## config.mk

```make
export PLATFORM = sky130hd
export DESIGN_NAME = bkpt_unit
export DESIGN_NICKNAME = d
export VERILOG_FILES = /design/src/rtl/bkpt_pkg.sv /design/src/rtl/bkpt_regbank.sv /design/src/rtl/bkpt_pair_cmp.sv /design/src/rtl/bkpt_unit.sv
export SDC_FILE = /design/constraint.sdc
export NUM_CORES = 1
export LEC_CHECK = 0
export ABC_AREA = 1
export BUFFER_PORTS_ARGS = -buffer_cell sky130_fd_sc_hd__buf_2
export CAP_MARGIN = 40
export CORE_ASPECT_RATIO = 2
export CORE_UTILIZATION = 35
export DETAILED_ROUTE_END_ITERATION = 7
export RECOVER_POWER = 100
export SYNTH_ARGS = -nofsm -noshare
export SYNTH_HDL_FRONTEND = slang
export SYNTH_HIERARCHICAL = 1
export SYNTH_SLANG_ARGS = --single-unit
```

## constraint.sdc

```tcl
create_clock -name clk -period 4.2 [get_ports clk]
set_input_delay 1.05 -clock clk [delete_from_list [all_inputs] [get_ports clk]]
set_output_delay 1.05 -clock clk [all_outputs]
set_load 0.02 [all_outputs]
```

## src/rtl/bkpt_pkg.sv

```systemverilog
package bkpt_pkg;

    localparam int DEF_NUM_PAIRS = 6;
    localparam int DEF_DATA_W    = 32;
    localparam int DEF_CTX_FIRST = 4;
    localparam int IDX_W         = 3;

    typedef enum logic [1:0] {
        MODE_ADDR_EQ = 2'd0,
        MODE_ADDR_NE = 2'd1,
        MODE_CTX     = 2'd2,
        MODE_RSVD    = 2'd3
    } cmp_mode_e;

    typedef struct packed {
        logic [IDX_W-1:0] link_idx;
        logic             link_en;
        cmp_mode_e        mode;
        logic             enable;
    } slot_ctrl_t;

    localparam int CTRL_W = $bits(slot_ctrl_t);

    function automatic slot_ctrl_t decode_ctrl(input logic [CTRL_W-1:0] raw);
        return slot_ctrl_t'(raw);
    endfunction

    function automatic logic is_addr_mode(input cmp_mode_e m);
        return (m == MODE_ADDR_EQ) || (m == MODE_ADDR_NE);
    endfunction

endpackage

```

## src/rtl/bkpt_regbank.sv

```systemverilog
module bkpt_regbank
    import bkpt_pkg::*;
#(
    parameter int NUM_PAIRS = DEF_NUM_PAIRS,
    parameter int DATA_W    = DEF_DATA_W
) (
    input  logic                              clk,
    input  logic                              rst,
    input  logic                              wr_en,
    input  logic                              wr_is_ctrl,
    input  logic [IDX_W-1:0]                  wr_idx,
    input  logic [DATA_W-1:0]                 wr_data,
    output logic [NUM_PAIRS-1:0][DATA_W-1:0]  val_q,
    output slot_ctrl_t [NUM_PAIRS-1:0]        ctrl_q
);

    always_ff @(posedge clk) begin
        if (rst) begin
            val_q  <= '0;
            ctrl_q <= '0;
        end else if (wr_en) begin
            for (int p = 0; p < NUM_PAIRS; p++) begin
                if (wr_idx == IDX_W'(p)) begin
                    if (wr_is_ctrl)
                        ctrl_q[p] <= decode_ctrl(wr_data[CTRL_W-1:0]);
                    else
                        val_q[p] <= wr_data;
                end
            end
        end
    end

endmodule

```

## src/rtl/bkpt_pair_cmp.sv

```systemverilog
module bkpt_pair_cmp
    import bkpt_pkg::*;
#(
    parameter int IDX       = 0,
    parameter int NUM_PAIRS = DEF_NUM_PAIRS,
    parameter int DATA_W    = DEF_DATA_W,
    parameter int CTX_FIRST = DEF_CTX_FIRST
) (
    input  logic                              fetch_valid,
    input  logic [DATA_W-1:0]                 fetch_addr,
    input  logic [DATA_W-1:0]                 ctx_id,
    input  logic                              priv_mode,
    input  logic                              monitor_mode,
    input  logic [NUM_PAIRS-1:0][DATA_W-1:0]  val_q,
    input  slot_ctrl_t [NUM_PAIRS-1:0]        ctrl_q,
    output logic                              hit
);

    localparam logic CTX_CAPABLE = (IDX >= CTX_FIRST);

    slot_ctrl_t        own;
    logic              addr_eq;
    logic              tgt_ok;
    logic [DATA_W-1:0] tgt_val;
    logic              cond;
    logic              via_mismatch;
    logic              ctx_only;

    assign own     = ctrl_q[IDX];
    assign addr_eq = (val_q[IDX][DATA_W-1:2] == fetch_addr[DATA_W-1:2]);

    // Pick the linked slot; only context-capable slots in context mode qualify.
    always_comb begin
        tgt_ok  = 1'b0;
        tgt_val = '0;
        for (int j = CTX_FIRST; j < NUM_PAIRS; j++) begin
            if (own.link_idx == IDX_W'(j)) begin
                tgt_ok  = ctrl_q[j].enable && (ctrl_q[j].mode == MODE_CTX);
                tgt_val = val_q[j];
            end
        end
    end

    always_comb begin
        cond         = 1'b0;
        via_mismatch = 1'b0;
        ctx_only     = 1'b0;
        unique case (own.mode)
            MODE_ADDR_EQ: cond = addr_eq;
            MODE_ADDR_NE: begin
                cond         = !addr_eq;
                via_mismatch = 1'b1;
            end
            MODE_CTX: begin
                cond     = CTX_CAPABLE && !own.link_en && (ctx_id == val_q[IDX]);
                ctx_only = 1'b1;
            end
            default: cond = 1'b0;
        endcase
        if (is_addr_mode(own.mode) && own.link_en)
            cond = cond && tgt_ok && (ctx_id == tgt_val);
    end

    assign hit = fetch_valid && own.enable && cond
              && !(priv_mode && monitor_mode && (via_mismatch || ctx_only));

endmodule

```

## src/rtl/bkpt_unit.sv

```systemverilog
module bkpt_unit
    import bkpt_pkg::*;
#(
    parameter int NUM_PAIRS = DEF_NUM_PAIRS,
    parameter int DATA_W    = DEF_DATA_W,
    parameter int CTX_FIRST = DEF_CTX_FIRST
) (
    input  logic                  clk,
    input  logic                  rst,
    input  logic                  wr_en,
    input  logic                  wr_is_ctrl,
    input  logic [IDX_W-1:0]      wr_idx,
    input  logic [DATA_W-1:0]     wr_data,
    input  logic                  fetch_valid,
    input  logic [DATA_W-1:0]     fetch_addr,
    input  logic [DATA_W-1:0]     ctx_id,
    input  logic                  priv_mode,
    input  logic                  monitor_mode,
    output logic                  bkpt_event,
    output logic [NUM_PAIRS-1:0]  hit_vec
);

    logic [NUM_PAIRS-1:0][DATA_W-1:0] val_q;
    slot_ctrl_t [NUM_PAIRS-1:0]       ctrl_q;
    logic [NUM_PAIRS-1:0]             hit_next;

    bkpt_regbank #(
        .NUM_PAIRS (NUM_PAIRS),
        .DATA_W    (DATA_W)
    ) u_regs (
        .clk        (clk),
        .rst        (rst),
        .wr_en      (wr_en),
        .wr_is_ctrl (wr_is_ctrl),
        .wr_idx     (wr_idx),
        .wr_data    (wr_data),
        .val_q      (val_q),
        .ctrl_q     (ctrl_q)
    );

    for (genvar g = 0; g < NUM_PAIRS; g++) begin : g_slot
        bkpt_pair_cmp #(
            .IDX       (g),
            .NUM_PAIRS (NUM_PAIRS),
            .DATA_W    (DATA_W),
            .CTX_FIRST (CTX_FIRST)
        ) u_cmp (
            .fetch_valid  (fetch_valid),
            .fetch_addr   (fetch_addr),
            .ctx_id       (ctx_id),
            .priv_mode    (priv_mode),
            .monitor_mode (monitor_mode),
            .val_q        (val_q),
            .ctrl_q       (ctrl_q),
            .hit          (hit_next[g])
        );
    end

    always_ff @(posedge clk) begin
        if (rst) begin
            hit_vec    <= '0;
            bkpt_event <= 1'b0;
        end else begin
            hit_vec    <= hit_next;
            bkpt_event <= |hit_next;
        end
    end

endmodule

```

==> metrics.txt <==
Fin Setup TNS=0 ns; Hold/Removal Path Class=reg2reg; clk root buf=clkbuf_16; max_cap viols=3; worst path arrival time=4.10 ns; post_cts resized=0; cts hold-fix bufs=0; R2R depth=15; Initial Utilization=35.5%; largest net degree at the start of global routing=123; register area=4660 sq um; Detailed Place HPWL=60,400 um; layout cells sized above 1=6.71%; fmax=276 MHz; failing checks=capacitance limit, slew limit; antenna violations before repair=5; Synth Warn #=6; Reg-to-Reg Start=u_regs/ctrl_q[5]$_SDFFE_PP0P_; Hold Path End=u_regs/val_q[84]$_SDFFE_PP0P_; final setup violating endpoints=0; post-CTS setup buffers=0; Iteration-0 DRC Markers=1,591; clock latency on the worst-skew pair=0.52 ns; cell leakage power=10.2 nW; Max Buffers Root-to-Sink=3; core area=57,100 sq um; relative slew slack=-23.5%; wire per inst=17.7 um; die width=172 um; Net count, final=3,869; vias post-DR=23.1k; post-synthesis area per instance=5.47 sq um; Synth Cell Area=20,300 sq um; H-Tree Depth=1; first-pass GRT wire length=122,000 um; Crit Path Max Fanout=18; cells after synthesis=3,705; fillcell total=6,670; row cnt=124; clock sink total=233; port bufs=110; drt pass-1 iters=5; antenna-violating nets left=0; clk slew on worst S/H paths=0.07 ns; synthesized net count=3,827; Syn-to-layout area delta=8.68%; Peak VDD IR=0.000172 V; pwr dens=233 nW/um^2; reg-to-reg endpoint=bkpt_event$_SDFF_PP0_; vias in the first global route=21.6k; critical hold path startpoint=u_regs/val_q[84]$_SDFFE_PP0P_; WL final=80,100 um; Die ar.=58,900 sq um; Residual DRC=0; status=finished, violations left; total track usage=27.3%; Tcrit/Tclk final=86.4%; Fin. Hold Viols=0; startpoint types=flop; chip height=342 um; DR vias/cell=5.12; CTS Buf Count=19; min Tclk post-route=3.63 ns; R2R Setup Slk=0.57 ns; TritonCTS clock tree=yes; Req. time, crit path=4.67 ns; gp weighted congestion=1.04; Worst Hold Depth=2; multi-input logic area=13,100 sq um; fin util=38.6%; RSZ-0062 raised after global routing=no; # IOs=113; worst slew pin tran=1.85 ns; crit end category=flop; clock skew=0.00578 ns; max-slew violation count=91; Crit Path Class=reg2reg; total grt overflow=0
[worst max-delay path by stage]
stage,start,end,depth (start not counted)
global placement,fetch_addr[6],bkpt_event$_SDFF_PP0_,14
detailed placement,fetch_addr[6],bkpt_event$_SDFF_PP0_,14
global route,wr_idx[2],u_regs/val_q[118]$_SDFFE_PP0P_,8
CTS,u_regs/ctrl_q[11]$_SDFFE_PP0P_,bkpt_event$_SDFF_PP0_,16
floorplan,fetch_addr[29],bkpt_event$_SDFF_PP0_,13
finish,u_regs/ctrl_q[5]$_SDFFE_PP0P_,bkpt_event$_SDFF_PP0_,15
[critical path, stage by stage, from the launching register on]
cell,delay (ns)
dfxtp_1,0.39
nor2_2,0.88
nand2_2,0.41
o21ai_0,0.35
inv_1,0.07
nand2_1,0.06
nand2_1,0.05
nor2_1,0.23
nand2_1,0.09
nor2_1,0.22
nand3_1,0.32
a21oi_1,0.29
nor2_1,0.06
nand3_1,0.08
nand2_1,0.05
inv_1,0.04
[layout by cell type, fill, tap and decap left out, types with 2 or more instances in the layout]
cell type,n
nand2_2,10
dfxtp_1,233
xnor2_1,96
nand2_1,1264
nor2_4,11
clkbuf_16,19
nor2_2,8
inv_1,427
diode_2,3
inv_2,7
ha_1,16
a21oi_1,20
buf_12,4
nand4_1,144
o21ai_1,11
or2_2,34
clkbuf_1,22
clkbuf_8,3
buf_2,101
o21ai_0,72
o21ai_2,2
clkinv_1,7
buf_4,39
a21o_1,12
o22ai_1,6
nor2_1,679
clkinv_2,3
a311oi_1,2
o21a_1,4
nand3_1,382
o211ai_1,18
nand3b_1,44
nor3_1,12
bufinv_16,2
clkbuf_2,5
xor2_1,34
[final cells by class]
cell class                 count  area share [%]
clock inverter                 6           0.375
tap                          756            4.30
clock buffer                  25            2.40
antenna                        3          0.0341
timing repair buffer         168            4.43
sequential                   233            21.2
inverter                     442            7.56
multi-input combinational   2883            59.7
[where the power goes]
group	switching (W)	total, W	internal, W
Combinational	0.000629	0.000934	0.000305
Sequential	0.0000742	0.00233	0.00225
Clock	0.000863	0.00187	0.00101
Total	0.00157	0.00513	0.00357
[registers in the layout (all words and copies together) (netlist names)]
register	count
u_regs/val_q	184
u_regs/ctrl_q	42
bkpt_event	1
hit_vec	6
[through the flow]
| step | cell area, sq um | worst slack (ns) | hold slack [ns] | cells | total power, W |
|---|---|---|---|---|---|
| after CTS | 22100 | 1.02 | 0.489 | 4513 | 0.00518 |
| after floorplan | 20300 | 1.96 | 0.451 | 3705 | 0.00294 |
| after detailed placement | 21500 | 0.892 | 0.471 | 4482 | 0.00331 |
| after global routing | 22000 | 0.385 | 0.513 | 4515 | 0.00536 |
| final | 22000 | 0.571 | 0.486 | 4516 | 0.00513 |
| after global placement | 21500 | 0.924 | 0.461 | 4482 | 0.00330 |
[metal layers]
| metal | part of all wire, % | up-vias | global-route usage [%] |
|---|---|---|---|
| li1 | - | 11600 | - |
| met1 | 36 | 10500 | 28.1 |
| met2 | 52 | 725 | 50.1 |
| met3 | 4.7 | 264 | 2.48 |
| met4 | 8.2 | 4 | 20.9 |
| met5 | 0.022 | - | 0 |
(Power assumes the default switching activity.)
